<file path="config.mk">
export PLATFORM = sky130hd
export DESIGN_NAME = keyed_wdog
export DESIGN_NICKNAME = d
export VERILOG_FILES = /design/src/rtl/keyed_wdog_pkg.sv /design/src/rtl/kwd_count.sv /design/src/rtl/kwd_irq.sv /design/src/rtl/kwd_regs.sv /design/src/rtl/keyed_wdog.sv
export SDC_FILE = /design/constraint.sdc
export NUM_CORES = 1
export LEC_CHECK = 0
export CORE_MARGIN = 4
export CORE_UTILIZATION = 50
export DETAILED_ROUTE_END_ITERATION = 7
export DONT_BUFFER_PORTS = 1
export SLEW_MARGIN = 30
export SYNTH_ARGS = -nofsm -noshare
export SYNTH_HDL_FRONTEND = slang
export SYNTH_SLANG_ARGS = --single-unit
</file>
<file path="constraint.sdc">
create_clock -name clk -period 2.3 [get_ports clk]
set_clock_uncertainty 0.15 [all_clocks]
set_input_delay 0.46 -clock clk [delete_from_list [all_inputs] [get_ports clk]]
set_output_delay 0.46 -clock clk [all_outputs]
set_load 0.02 [all_outputs]
</file>
<file path="src/rtl/keyed_wdog_pkg.sv">
package keyed_wdog_pkg;

  localparam int DW = 16;
  localparam int AW = 6;

  // register offsets (byte addresses, word spaced)
  localparam logic [AW-1:0] OFS_FEED   = 6'h00;
  localparam logic [AW-1:0] OFS_TMO    = 6'h04;
  localparam logic [AW-1:0] OFS_DIS1   = 6'h08;
  localparam logic [AW-1:0] OFS_DIS2   = 6'h0C;
  localparam logic [AW-1:0] OFS_STAT   = 6'h10;
  localparam logic [AW-1:0] OFS_CNT    = 6'h14;
  localparam logic [AW-1:0] OFS_DBG    = 6'h18;
  localparam logic [AW-1:0] OFS_RESUME = 6'h1C;
  localparam logic [AW-1:0] OFS_EVENT  = 6'h20;
  localparam logic [AW-1:0] OFS_MASK   = 6'h24;
  localparam logic [AW-1:0] OFS_FORCE  = 6'h28;

  // key words and coded read values
  localparam logic [DW-1:0] KEY_FEED     = 16'hFEED;
  localparam logic [DW-1:0] KEY_DIS1     = 16'h2BAD;
  localparam logic [DW-1:0] KEY_DIS2     = 16'hCAFE;
  localparam logic [DW-1:0] KEY_RESUME   = 16'hACED;
  localparam logic [DW-1:0] KEY_STCLR    = 16'hE8B4;
  localparam logic [DW-1:0] CODE_OFF     = 16'hDABE;
  localparam logic [DW-1:0] CODE_EXPIRED = 16'hCFE8;

  // decoded write actions
  typedef struct packed {
    logic feed;
    logic resume;
    logic kill;
    logic st_clr;
    logic ev_clr;
    logic ev_force;
  } wstrobe_t;

  // offsets whose writes take part in the disable sequence
  function automatic logic is_key_ofs(input logic [AW-1:0] a);
    return (a == OFS_FEED) || (a == OFS_DIS1) ||
           (a == OFS_DIS2) || (a == OFS_RESUME);
  endfunction

endpackage

</file>
<file path="src/rtl/kwd_count.sv">
module kwd_count
  import keyed_wdog_pkg::*;
#(
  parameter int CW          = 15,
  parameter int TIMEOUT_RST = 6000
) (
  input  logic          clk,
  input  logic          rst_n,
  input  logic          tick,
  input  logic          run,
  input  logic          reload,
  input  logic [CW-1:0] timeout,
  output logic [CW-1:0] cnt,
  output logic          fresh,
  output logic          warn,
  output logic          expire,
  output logic          rst_pulse
);

  localparam logic [CW-1:0] ONE = CW'(1);
  localparam logic [CW-1:0] TWO = CW'(2);

  // value after an advancing tick: wrap to timeout at the end
  function automatic logic [CW-1:0] tick_next(input logic [CW-1:0] c,
                                              input logic [CW-1:0] t);
    return (c <= ONE) ? t : c - ONE;
  endfunction

  logic advance;

  always_comb begin
    advance = run && tick && !reload;
    expire  = advance && (cnt <= ONE);
    warn    = advance && (cnt == TWO);
  end

  always_ff @(posedge clk or negedge rst_n) begin
    if (!rst_n) begin
      cnt       <= CW'(TIMEOUT_RST);
      fresh     <= 1'b0;
      rst_pulse <= 1'b0;
    end else begin
      if (reload)       cnt <= timeout;
      else if (advance) cnt <= tick_next(cnt, timeout);
      fresh     <= reload || expire;
      rst_pulse <= expire;
    end
  end

  // no run and no reload keeps the count
  p_frozen_r6: assert property (@(posedge clk) disable iff (!rst_n)
    (!run && !reload) |=> $stable(cnt));

  // an advancing tick above one steps down by one
  p_step_r6: assert property (@(posedge clk) disable iff (!rst_n)
    (run && tick && !reload && cnt > ONE) |=> (cnt == $past(cnt) - ONE));

  // expiry gives a reset pulse and a freshly reloaded count
  p_expire_r7: assert property (@(posedge clk) disable iff (!rst_n)
    (run && tick && !reload && cnt <= ONE) |=> (rst_pulse && fresh));

  // the unstable flag only follows a reload or expiry
  p_fresh_cause_r9: assert property (@(posedge clk) disable iff (!rst_n)
    (!reload && !expire) |=> !fresh);

endmodule

</file>
<file path="src/rtl/kwd_irq.sv">
module kwd_irq (
  input  logic clk,
  input  logic rst_n,
  input  logic warn,
  input  logic ev_force,
  input  logic ev_clr,
  input  logic mask,
  output logic ev,
  output logic irq
);

  always_ff @(posedge clk or negedge rst_n) begin
    if (!rst_n)                 ev <= 1'b0;
    else if (warn || ev_force)  ev <= 1'b1;
    else if (ev_clr)            ev <= 1'b0;
  end

  assign irq = ev & mask;

  // the warning sets the event
  p_warn_sets_r10: assert property (@(posedge clk) disable iff (!rst_n)
    warn |=> ev);

  // a clear without a set drops the event
  p_clear_r10: assert property (@(posedge clk) disable iff (!rst_n)
    (ev_clr && !warn && !ev_force) |=> !ev);

  // force sets the event
  p_force_r12: assert property (@(posedge clk) disable iff (!rst_n)
    ev_force |=> ev);

endmodule

</file>
<file path="src/rtl/kwd_regs.sv">
module kwd_regs
  import keyed_wdog_pkg::*;
#(
  parameter int CW          = 15,
  parameter int TIMEOUT_RST = 6000
) (
  input  logic          clk,
  input  logic          rst_n,
  input  logic          wr,
  input  logic [AW-1:0] addr,
  input  logic [DW-1:0] wdata,
  input  logic          expire,
  input  logic          dbg_mode,
  input  logic [CW-1:0] cnt,
  input  logic          fresh,
  input  logic          ev,
  output wstrobe_t      stb,
  output logic [CW-1:0] timeout,
  output logic          enabled,
  output logic          ovr,
  output logic          mask,
  output logic [DW-1:0] rdata
);

  logic armed;
  logic status_q;
  logic key_wr;

  always_comb begin
    key_wr       = wr && is_key_ofs(addr);
    stb.feed     = wr && (addr == OFS_FEED)   && (wdata == KEY_FEED);
    stb.resume   = wr && (addr == OFS_RESUME) && (wdata == KEY_RESUME);
    stb.kill     = wr && (addr == OFS_DIS2)   && (wdata == KEY_DIS2) && armed;
    stb.st_clr   = wr && (addr == OFS_STAT)   && (wdata == KEY_STCLR);
    stb.ev_clr   = wr && (addr == OFS_EVENT)  && wdata[0];
    stb.ev_force = wr && (addr == OFS_FORCE)  && wdata[0];
  end

  always_ff @(posedge clk or negedge rst_n) begin
    if (!rst_n) begin
      armed    <= 1'b0;
      enabled  <= 1'b0;
      timeout  <= CW'(TIMEOUT_RST);
      status_q <= 1'b0;
      mask     <= 1'b0;
      ovr      <= 1'b0;
    end else begin
      if (key_wr) armed <= (addr == OFS_DIS1) && (wdata == KEY_DIS1);
      if (stb.resume)    enabled <= 1'b1;
      else if (stb.kill) enabled <= 1'b0;
      if (expire)          status_q <= 1'b1;
      else if (stb.st_clr) status_q <= 1'b0;
      if (wr && addr == OFS_TMO)  timeout <= wdata[CW-1:0];
      if (wr && addr == OFS_MASK) mask    <= wdata[0];
      if (wr && addr == OFS_DBG)  ovr     <= wdata[0];
    end
  end

  always_comb begin
    rdata = '0;
    case (addr)
      OFS_TMO:   rdata = DW'(timeout);
      OFS_DIS2:  rdata = enabled ? '0 : CODE_OFF;
      OFS_STAT:  rdata = status_q ? CODE_EXPIRED : '0;
      OFS_CNT:   rdata = DW'(cnt) | {fresh, {(DW-1){1'b0}}};
      OFS_DBG:   rdata = {{(DW-2){1'b0}}, dbg_mode, ovr};
      OFS_EVENT: rdata = {{(DW-1){1'b0}}, ev};
      OFS_MASK:  rdata = {{(DW-1){1'b0}}, mask};
      default:   rdata = '0;
    endcase
  end

  // the watchdog turns off only from the armed state
  p_kill_armed_r4: assert property (@(posedge clk) disable iff (!rst_n)
    $fell(enabled) |-> $past(armed));

  // expiry records the status
  p_status_set_r8: assert property (@(posedge clk) disable iff (!rst_n)
    expire |=> status_q);

  // no expiry and no clear key leaves the status alone
  p_status_hold_r8: assert property (@(posedge clk) disable iff (!rst_n)
    (!expire && !stb.st_clr) |=> $stable(status_q));

endmodule

</file>
<file path="src/rtl/keyed_wdog.sv">
module keyed_wdog
  import keyed_wdog_pkg::*;
#(
  parameter int CW          = 15,
  parameter int TIMEOUT_RST = 6000
) (
  input  logic          clk,
  input  logic          rst_n,
  input  logic          tick,
  input  logic          dbg_mode,
  input  logic          bus_wr,
  input  logic [AW-1:0] bus_addr,
  input  logic [DW-1:0] bus_wdata,
  output logic [DW-1:0] bus_rdata,
  output logic          irq,
  output logic          wdog_rst
);

  wstrobe_t      stb;
  logic [CW-1:0] timeout;
  logic [CW-1:0] cnt;
  logic          enabled, ovr, mask, ev;
  logic          fresh, warn, expire;
  logic          run, reload;

  assign run    = enabled && (!dbg_mode || ovr);
  assign reload = stb.feed || stb.resume;

  kwd_regs #(.CW(CW), .TIMEOUT_RST(TIMEOUT_RST)) u_regs (
    .clk(clk), .rst_n(rst_n), .wr(bus_wr), .addr(bus_addr), .wdata(bus_wdata),
    .expire(expire), .dbg_mode(dbg_mode), .cnt(cnt), .fresh(fresh), .ev(ev),
    .stb(stb), .timeout(timeout), .enabled(enabled), .ovr(ovr), .mask(mask),
    .rdata(bus_rdata)
  );

  kwd_count #(.CW(CW), .TIMEOUT_RST(TIMEOUT_RST)) u_count (
    .clk(clk), .rst_n(rst_n), .tick(tick), .run(run), .reload(reload),
    .timeout(timeout), .cnt(cnt), .fresh(fresh), .warn(warn),
    .expire(expire), .rst_pulse(wdog_rst)
  );

  kwd_irq u_irq (
    .clk(clk), .rst_n(rst_n), .warn(warn), .ev_force(stb.ev_force),
    .ev_clr(stb.ev_clr), .mask(mask), .ev(ev), .irq(irq)
  );

  // the reset request only ever lasts one clock while ticks are spaced
  p_rst_single_r7: assert property (@(posedge clk) disable iff (!rst_n)
    (wdog_rst && !tick) |=> !wdog_rst);

endmodule

</file>
# ---- Word level (Yosys, flattened, before mapping)
# Cells that the tools add are included.
dict set report classes {
  addsub 1
  order_cmp 1
  n_eq_ne 16
  n_mux 12
  n_bitwise 2
  n_reduce_logical 37
}
# op count
set ops {}
lappend ops {{$pmux W16 S7} 1}
lappend ops {{$eq A16 B16 Y1 const B} 4}
lappend ops {{$mux W15} 3}
lappend ops {{$mux W16} 2}
lappend ops {{$eq A6 B5 Y1 const B} 4}
lappend ops {{$logic_and A1 B1 Y1} 23}
lappend ops {{$eq A6 B6 Y1 const B} 3}
lappend ops {{$eq A16 B14 Y1 const B} 1}
lappend ops {{$or A15 B16 Y16} 1}
lappend ops {{$eq A15 B2 Y1 const B} 1}
lappend ops {{$le A15 B1 Y1 const B} 1}
lappend ops {{$sub A15 B1 Y15 const B} 1}
lappend ops {{$eq A6 B4 Y1 const B} 2}
lappend ops {{$reduce_bool A2 Y1} 4}
lappend ops {{$logic_or A1 B1 Y1} 7}
lappend ops {{$eq A6 B3 Y1 const B} 1}
lappend ops {{$logic_not A6 Y1} 1}
lappend ops {{$mux W1} 6}
lappend ops {{$logic_not A1 Y1} 2}
lappend ops {{$and A1 B1 Y1} 1}
dict set report word_totals {
  register_bits 38
  output_inout_bits 18
  wordCells 79
}

# ---- Logic depth before layout (Yosys ltp)
# Gate-level depths: netlist (run 1).
dict set report logic_depth {
  depth_word 9
  mapped_depth 7
}

# ---- By module
# From an unflattened synthesis (run 1), not the netlist that was laid out.
dict set report unflattened {
  cells_unflattened 270
  area_unflattened_um2 2581.2
}
# mod instances cells_each area_each_um2 seq_area_each_um2
set modules_own_cells {}
lappend modules_own_cells {kwd_regs 1 126 1340.0 509.2}
lappend modules_own_cells {kwd_count 1 136 1178.6 434.2}
lappend modules_own_cells {kwd_irq 1 5 45.0 25.0}
lappend modules_own_cells {keyed_wdog 1 3 17.5 0.0}

# ---- Worst setup path after synthesis (run 1)
# Ideal clock, no wire load.
dict set report synth_timing {
  path_kind {input -> output}
  startpoint {input port bus_addr[4]}
  endpoint {output port bus_rdata[10]}
  arrival_ps 1693
  required_ps 1690
  setup_slack_ps -3
  stages 6
  n_path_buf 2
  cell_sequence {clkbuf_1 > nand2b_1 > nor2_1 > clkbuf_1 > a22oi_1 > nand2_1}
}
dict set report synth_via {
  elab_chain_cells 2
  elab_cells_between_ends 8
  classes_between {eq/ne (7); mux (1)}
}
# element line
set synth_lines {}
lappend synth_lines {{start: declaration} keyed_wdog.sv:12} ;# input logic [AW-1:0] bus_addr,
lappend synth_lines {{$eq A6 B6 Y1 (tied with other cells)} kwd_regs.sv:61} ;# case (addr)
lappend synth_lines {{$pmux W16 S7 (*)} kwd_regs.sv:61}
lappend synth_lines {{end: declaration} keyed_wdog.sv:14} ;# output logic [DW-1:0] bus_rdata,
# Mark *: on every way between the ends. The rest lies on a longest branch, timed or not.

# ---- Worst setup path after layout (run 1)
dict set report layout_timing {
  startpoint {register u_count.cnt[1]}
  endpoint {register u_count.cnt[12]}
}
dict set report layout_via {
  elab_chain_cells 4
  elab_cells_between_ends 5
  classes_between {add/sub (1); order compare (1); mux (3)}
}
# element line
set layout_lines {}
lappend layout_lines {{start: declaration} kwd_count.sv:13} ;# output logic [CW-1:0] cnt,
lappend layout_lines {{start signal: assignment} kwd_count.sv:39} ;# cnt <= CW'(TIMEOUT_RST);
lappend layout_lines {{start signal: assignment} kwd_count.sv:43} ;# if (reload) cnt <= timeout;
lappend layout_lines {{start signal: assignment} kwd_count.sv:44} ;# else if (advance) cnt <= tick_next(cnt, timeout);
lappend layout_lines {{$sub A15 B1 Y15 / $le A15 B1 Y1 (equally long branches)} kwd_count.sv:26} ;# return (c <= ONE) ? t : c - ONE;
lappend layout_lines {{$mux W15 (*)} kwd_count.sv:26}
lappend layout_lines {{$mux W15 (*)} kwd_count.sv:44}
lappend layout_lines {{$mux W15 (*)} kwd_count.sv:43}
# Mark *: on every way between the ends. The rest lies on a longest branch, timed or not. The select of a mux whose other input is x is not followed.
# A chain may end at the register's enable or synchronous reset.

==> results of run 1 <==
## routing by layer
| metal | vias up | share of wire |
|---|---|---|
| met2 | 124 | 0.48 |
| met5 | - | 0 |
| met3 | 10 | 0.091 |
| met4 | 0 | 0.013 |
| met1 | 1083 | 0.42 |
| li1 | 999 | - |
## path summary, 6_finish.rpt
check,start,end,slack [ns],cells after the start
min reg2reg,u_regs.armed,u_regs.armed,0.34,2
min,bus_wdata[0],u_regs.mask,0.16,1
max,u_count.cnt[1],u_count.cnt[12],0.09,7
min in group asynchronous,rst_n,u_count.cnt[3],0.48,2
max reg2reg,u_count.cnt[1],u_count.cnt[12],0.09,7
max in group asynchronous,rst_n,u_regs.timeout[6],1.26,2
## timing repair
action	in CTS	in global routing
setup buffers	0	0
endpoints found under the hold margin	38	0
hold buffers	2	0
setup endpoints to repair	0	12
resized for setup	0	3
## registers in the layout (all words and copies together), names as in the netlist
name and cells:
u_regs.enabled 1, u_regs.ovr 1, u_regs.timeout 15, u_count.fresh 1, u_regs.mask 1, u_irq.ev 1, u_count.cnt 15, u_count.rst_pulse 1
u_regs.armed 1, u_regs.status_q 1
## power groups by stage
stage,sequential [mW],combinational (mW),clock [mW]
finish,0.770,0.109,0.471
global route,0.774,0.122,0.516
CTS,0.766,0.110,0.481
detailed placement,0.779,0.0896,0
global placement,0.775,0.0865,0
floorplan,0.757,0.0806,0
## placed cells by master, fill, tap and decap left out, types with 5 or more instances in the layout
| cell type | Yosys | layout |
|---|---|---|
| o21ai_0 | 9 | 9 |
| buf_4 | 1 | 15 |
| nand3_1 | 11 | 11 |
| o41ai_1 | 6 | 6 |
| a21oi_1 | 7 | 7 |
| dfrtp_1 | 24 | 24 |
| a221o_1 | 9 | 9 |
| nand2_1 | 21 | 21 |
| nor4_1 | 7 | 6 |
| dfstp_2 | 14 | 14 |
| nand4_1 | 5 | 5 |
| mux2i_1 | 5 | 5 |
| a22o_1 | 7 | 7 |
| nor2_1 | 17 | 17 |
| mux2_2 | 18 | 18 |
| nor3_1 | 6 | 6 |
| clkbuf_8 | 0 | 5 |
## cell type report
type	instances	area share
multi-input combinational	195	0.516
sequential	38	0.348
timing repair buffer	20	0.0697
tap	67	0.0301
clock buffer	5	0.0247
clock inverter	3	0.00765
inverter	3	0.00405
## cells by family (layout without fill, tap and decap cells)
kind of cell,count (synthesis),after routing,share of synthesized area
flip-flops,38,38,0.396
adder cells (fa/ha/maj),3,3,0.0154
AND/OR/NAND/NOR,102,102,0.245
multiplexers,23,23,0.103
buffers and inverters,12,31,0.0235
AO/OA/AOI/OAI,67,67,0.216
## cells in the mapped netlist (2+ instances only)
cell type,instances
dfrtp_1,24
nand2_1,21
mux2_2,18
nor2_1,17
dfstp_2,14
nand3_1,11
a221o_1,9
o21ai_0,9
a21oi_1,7
a22o_1,7
nor4_1,7
clkbuf_1,6
nor3_1,6
o41ai_1,6
mux2i_1,5
nand4_1,5
a22oi_1,4
and2_1,4
nand2b_1,4
o2bb2ai_1,4
or3_1,4
and4_1,3
ha_1,3
inv_1,3
nand3b_1,3
nand4bb_1,3
o31ai_1,3
a211oi_1,2
a2bb2oi_1,2
nand4b_1,2
nor2b_1,2
nor3b_1,2
o21ai_1,2
o22a_1,2
o31a_1,2
## worst max-delay path, delay by kind of cell (launching register included)
| kind | cells | cell delay, ns |
|---|---|---|
| simple gates | 2 | 0.51 |
| fa+ha+maj | 1 | 0.18 |
| buf+inv | 2 | 0.27 |
| compound gates | 2 | 0.62 |
| flops | 1 | 0.43 |
## metrics by stage
step | total power [mW] | setup WS (ns) | cells | area [um^2]
after floorplan | 0.838 | 0.0208 | 245 | 2450
after global placement | 0.862 | 0.146 | 321 | 2640
after detailed placement | 0.869 | 0.123 | 321 | 2640
after CTS | 1.36 | 0.0370 | 331 | 2760
after global routing | 1.41 | 0.000903 | 331 | 2780
final | 1.35 | 0.0925 | 331 | 2780
==> run metrics, run 1 <==
Layout Utilization=0.589; Storage cell area=slightly below 0.001 mm^2; First-pass DRT Iterations=6; CP endpoint kind=flip-flop; Worst setup SP type=flip-flop; max cap viols=0; global placement routability congestion=about 0.9; setup_tns=0 ns; overall global routing resource usage=0.243; routed length per placed instance=21.7 um; EDFF count, synth=0; clk buf depth=2; Final Cycle Share=0.960; GRT met2 Usage=0.403; ys async rst share=1.00; f_max=~0.45 GHz; total wire length=between 7000 and 8000 um; Starting Density=0.518; CTS tree=yes; die area=about 0.0061 mm^2; Clock transition at path regs=roughly 0.080 ns; Die Y=77.9 um; Period minus WS final=2.21 ns; top_reg_cell synth=dfrtp_1; largest fanout on the critical path=8; FF+latch count, synth=38; Seq pwr share=0.570; # diodes=0; total CTS buffers=5; synthesized cell area=0.00244 mm^2; most utilized layer in the global route result=met2; CTS root buf=clkbuf_8; critical path class=flip-flop to flip-flop; IO buf count=0; PwrDens=slightly below 500 mW/mm^2; GR Util met1=0.313; P&R area growth vs syn=13.8%; multi-input logic area=approximately 0.0014 mm^2; CTS Sinks=38; worst hold-check path type=primary input to flip-flop; crit path cell chain=inv_1, ha_1, or2_2, and2_1, buf_4, o41ai_1, a22o_1; Post-Syn Nets=~280; drt drc=0; Max H-tree Level=2; transition time of the tightest slew-check pin=0.580 ns; global-route wire length before repair=roughly 11000 um; row count=25; largest cells by area after synthesis=dfrtp_1, dfstp_2, mux2_2; max-slew violations=0; combinational share of power=0.081; synth warn=0; slowest cell on the critical path=dfrtp_1; unrepaired setup endpoints after global routing=no; Net Sw Power=approximately 360 uW; Fillers=393; Max-slew headroom=0.613; chip width=77.9 um; Max stage delay on crit path=~0.43 ns; Clk network pwr share=0.349; Synth cell types=54; Leakage=1.17 nW; Critical Path RT=about 2.4 ns; sequential fraction of the synthesis area=0.396; post-synth top area cell=dfrtp_1; Final Setup Violations=0; starting DRC count in detailed routing=290; grt ovf=0; Sw Ratio=0.264; WHS=around 0.16 ns; clock latency on the worst-skew pair=just under 0.3 ns; NumNets Final=between 200 and 300; area of the core=between 0.004 and 0.005 mm^2; DPL Wire Length=~5400 um; ANT nets after route=0; critical path arrival=roughly 2.3 ns; Vias=2216; M3 GR Usage=0.0708; Fin. Hold Viols=0; I/O pin cnt=45; Pint=994 uW; antenna violations before repair=0; drt via density=6.69; vias in the first global route=~2200; Avg Inst Size Synth=9.98 um^2; status=completed; Max VDD drop=~0.00036 V; Cells after Synth=roughly 250; fraction of layout cells with a size suffix above 1=0.269; largest net degree at the start of global routing=39; post-synth top area share=0.246
No activity file was read; power rests on OpenSTA's default activity.
==> run 2: changes to the inputs <==
--- a/config.mk
+++ b/config.mk
@@ -5,11 +5,12 @@
 export SDC_FILE = /design/constraint.sdc
 export NUM_CORES = 1
 export LEC_CHECK = 0
+export CORE_ASPECT_RATIO = 1.25
 export CORE_MARGIN = 4
 export CORE_UTILIZATION = 50
 export DETAILED_ROUTE_END_ITERATION = 7
 export DONT_BUFFER_PORTS = 1
-export SLEW_MARGIN = 30
+export SLEW_MARGIN = 15
 export SYNTH_ARGS = -nofsm -noshare
 export SYNTH_HDL_FRONTEND = slang
 export SYNTH_SLANG_ARGS = --single-unit
==> run metrics, run 2 (synthesis results as in run 1) <==
# diodes=0 (unchanged); Die Y=86.2 um (+11%); placed cell count=314 (-2.2%); Leakage=1.17 nW (+0.54%); max cap viols=0 (unchanged); Fillers=425 (+8.1%); chip width=70.5 um (-9.5%); fraction of layout cells with a size suffix above 1=0.277 (+0.00758); Final Cycle Share=0.962 (+0.00265); multi-input logic area=0.00144 mm^2 (+0.70%); worst hold-check path type=primary input to flip-flop; drt drc=0 (unchanged); global placement routability congestion=0.909 (-1.3%); hold path start=bus_wdata[6]; largest net degree at the start of global routing=39 (unchanged); Vias=2173 (-1.9%); area of the core=0.00473 mm^2 (+0.13%); Storage cell area=968 um^2 (unchanged); NumNets Final=293 (unchanged); Worst R2R Setup Slack=0.09 ns (about the same); antenna violations before repair=0 (unchanged); I/O pin cnt=45 (unchanged); R2R Path Start=u_count.cnt[7]; DPL Wire Length=5280 um (-1.6%); most common cell after layout, fill and taps aside=dfrtp_1; die area=0.00608 mm^2 (+0.12%); max-slew violations=0 (unchanged); ANT nets after route=0 (unchanged); row count=28 (+12%); Starting Density=0.517 (-0.000685); routed length per placed instance=21.7 um (-0.11%); IO buf count=0 (unchanged); metal1 wirelength=2730 um (-8.8%); clock latency on the worst-skew pair=0.29 ns (about the same); P&R area growth vs syn=12.7%; grt ovf=0 (unchanged); RR Endpoint=u_count.cnt[13]; PwrDens=490 mW/mm^2 (+0.96%); total CTS buffers=5 (unchanged); total wire length=7020 um (-2.2%); Hold Crit Depth=1 (unchanged); transition time of the tightest slew-check pin=0.560 ns (-0.0210 ns); Highest Signal Layer=met4; f_max=0.452 GHz (-0.27%); overall global routing resource usage=0.235 (-0.00773); Period minus WS final=2.21 ns (+0.00608 ns); Critical Path RT=2.38 ns (about the same); Non-Filler Instances=324 (-2.1%); CTS tree=yes; clk buf depth=2 (unchanged); critical path arrival=2.29 ns (about the same); Max H-tree Level=2 (unchanged); Final Setup Violations=0 (unchanged); First-pass DRT Iterations=4 (-2); unrepaired setup endpoints after global routing=no; Max VDD drop=0.000333 V (-8.1%); Fin. Hold Viols=0 (unchanged); CTS root buf=clkbuf_8; largest fanout on the critical path=9 (+1); met3 WL=631 um (-3.2%); Clock transition at path regs=0.08 ns (about the same); global-route wire length before repair=11300 um (-2.1%); Worst setup SP type=flip-flop; vias in the first global route=2158 (-2.6%); registers with the most flip-flops=u_count.cnt x15, u_regs.timeout x15; setup_tns=0 ns (unchanged); most frequent cells in the layout=dfrtp_1, nand2_1, mux2_2, buf_4, nor2_1; DR WL met2=3560 um (+3.3%); CP endpoint kind=flip-flop; depth of the most critical reg-to-reg path=6 (-1); CTS Sinks=38 (unchanged); drt via density=6.71 (+0.18%); Hold EP=u_regs.timeout[6]; critical path class=flip-flop to flip-flop; starting DRC count in detailed routing=252 (-13%); Layout Utilization=0.583 (-0.00633); status=completed; Max-slew headroom=0.627 (+0.0140)
run 2: cell types whose count changed in the layout (fill, tap and decap cells not counted), sizes merged:
| cell | previous run | this run |
|---|---|---|
| clkbuf | 5 | 7 |
| clkinv | 2 | 1 |
| clkinvlp | 1 | 0 |
run 2: how the worst max path moves through the flow:
stage	startpoint	end	cells after the start
floorplan	bus_addr[3]	bus_rdata[11]	4
global placement	bus_addr[0]	bus_rdata[7]	5
detailed placement	bus_addr[0]	bus_rdata[3]	5
CTS	u_regs.enabled	bus_rdata[3]	4
global route	u_count.cnt[7]	u_count.cnt[13]	6
finish	u_count.cnt[7]	u_count.cnt[13]	6
run 2: through the flow:
stage	hold slack [ns]	total power, mW	setup WS, ns	area (um^2)
floorplan	0.0144	0.838	0.0208	2450
global placement	0.0156	0.861	0.132	2610
detailed placement	0.0154	0.865	0.0848	2610
CTS	0.161	1.36	0.0413	2740
global route	0.155	1.41	0.00865	2760
finish	0.165	1.35	0.0865	2760
run 2: timing repair:
action | CTS | global route
pin swaps | 0 | 1
gates cloned | 0 | 0
hold buffers | 2 | 0
endpoints found under the hold margin | 38 | 0
resized for setup | 1 | 3
setup buffers | 0 | 0
endpoints found under the setup margin | 6 | 3
run 2: cell type report:
| cell class | instances | area share |
|---|---|---|
| Multi-Input combinational cell | 195 | 0.524 |
| Sequential cell | 38 | 0.351 |
| Clock buffer | 7 | 0.0313 |
| Inverter | 3 | 0.00409 |
| Tap cell | 60 | 0.0272 |
| Clock inverter | 1 | 0.00182 |
| Timing Repair Buffer | 20 | 0.0599 |
run 2: worst max-delay path, stage by stage, from the launching register on:
cell,delay [ns]
dfrtp_1,0.42
or3_1,0.45
nor4_4,0.34
buf_4,0.18
nand2_4,0.10
o21ai_4,0.30
a22o_1,0.21
run 2: report_power, final:
| group | internal [mW] | total [mW] | switching [mW] | leakage [nW] |
|---|---|---|---|---|
| Combinational | 0.0563 | 0.105 | 0.0491 | 0.656 |
| Sequential | 0.724 | 0.768 | 0.0439 | 0.468 |
| Clock | 0.242 | 0.477 | 0.235 | 0.0482 |
| Total | 1.02 | 1.35 | 0.328 | 1.17 |
run 2: layer usage:
layer / vias to the layer above / GRT usage
met5: - / 0
met3: 10 / 0.0615
met2: 109 / 0.416
met4: 0 / 0.0684
met1: 1059 / 0.281
li1: 995 / -
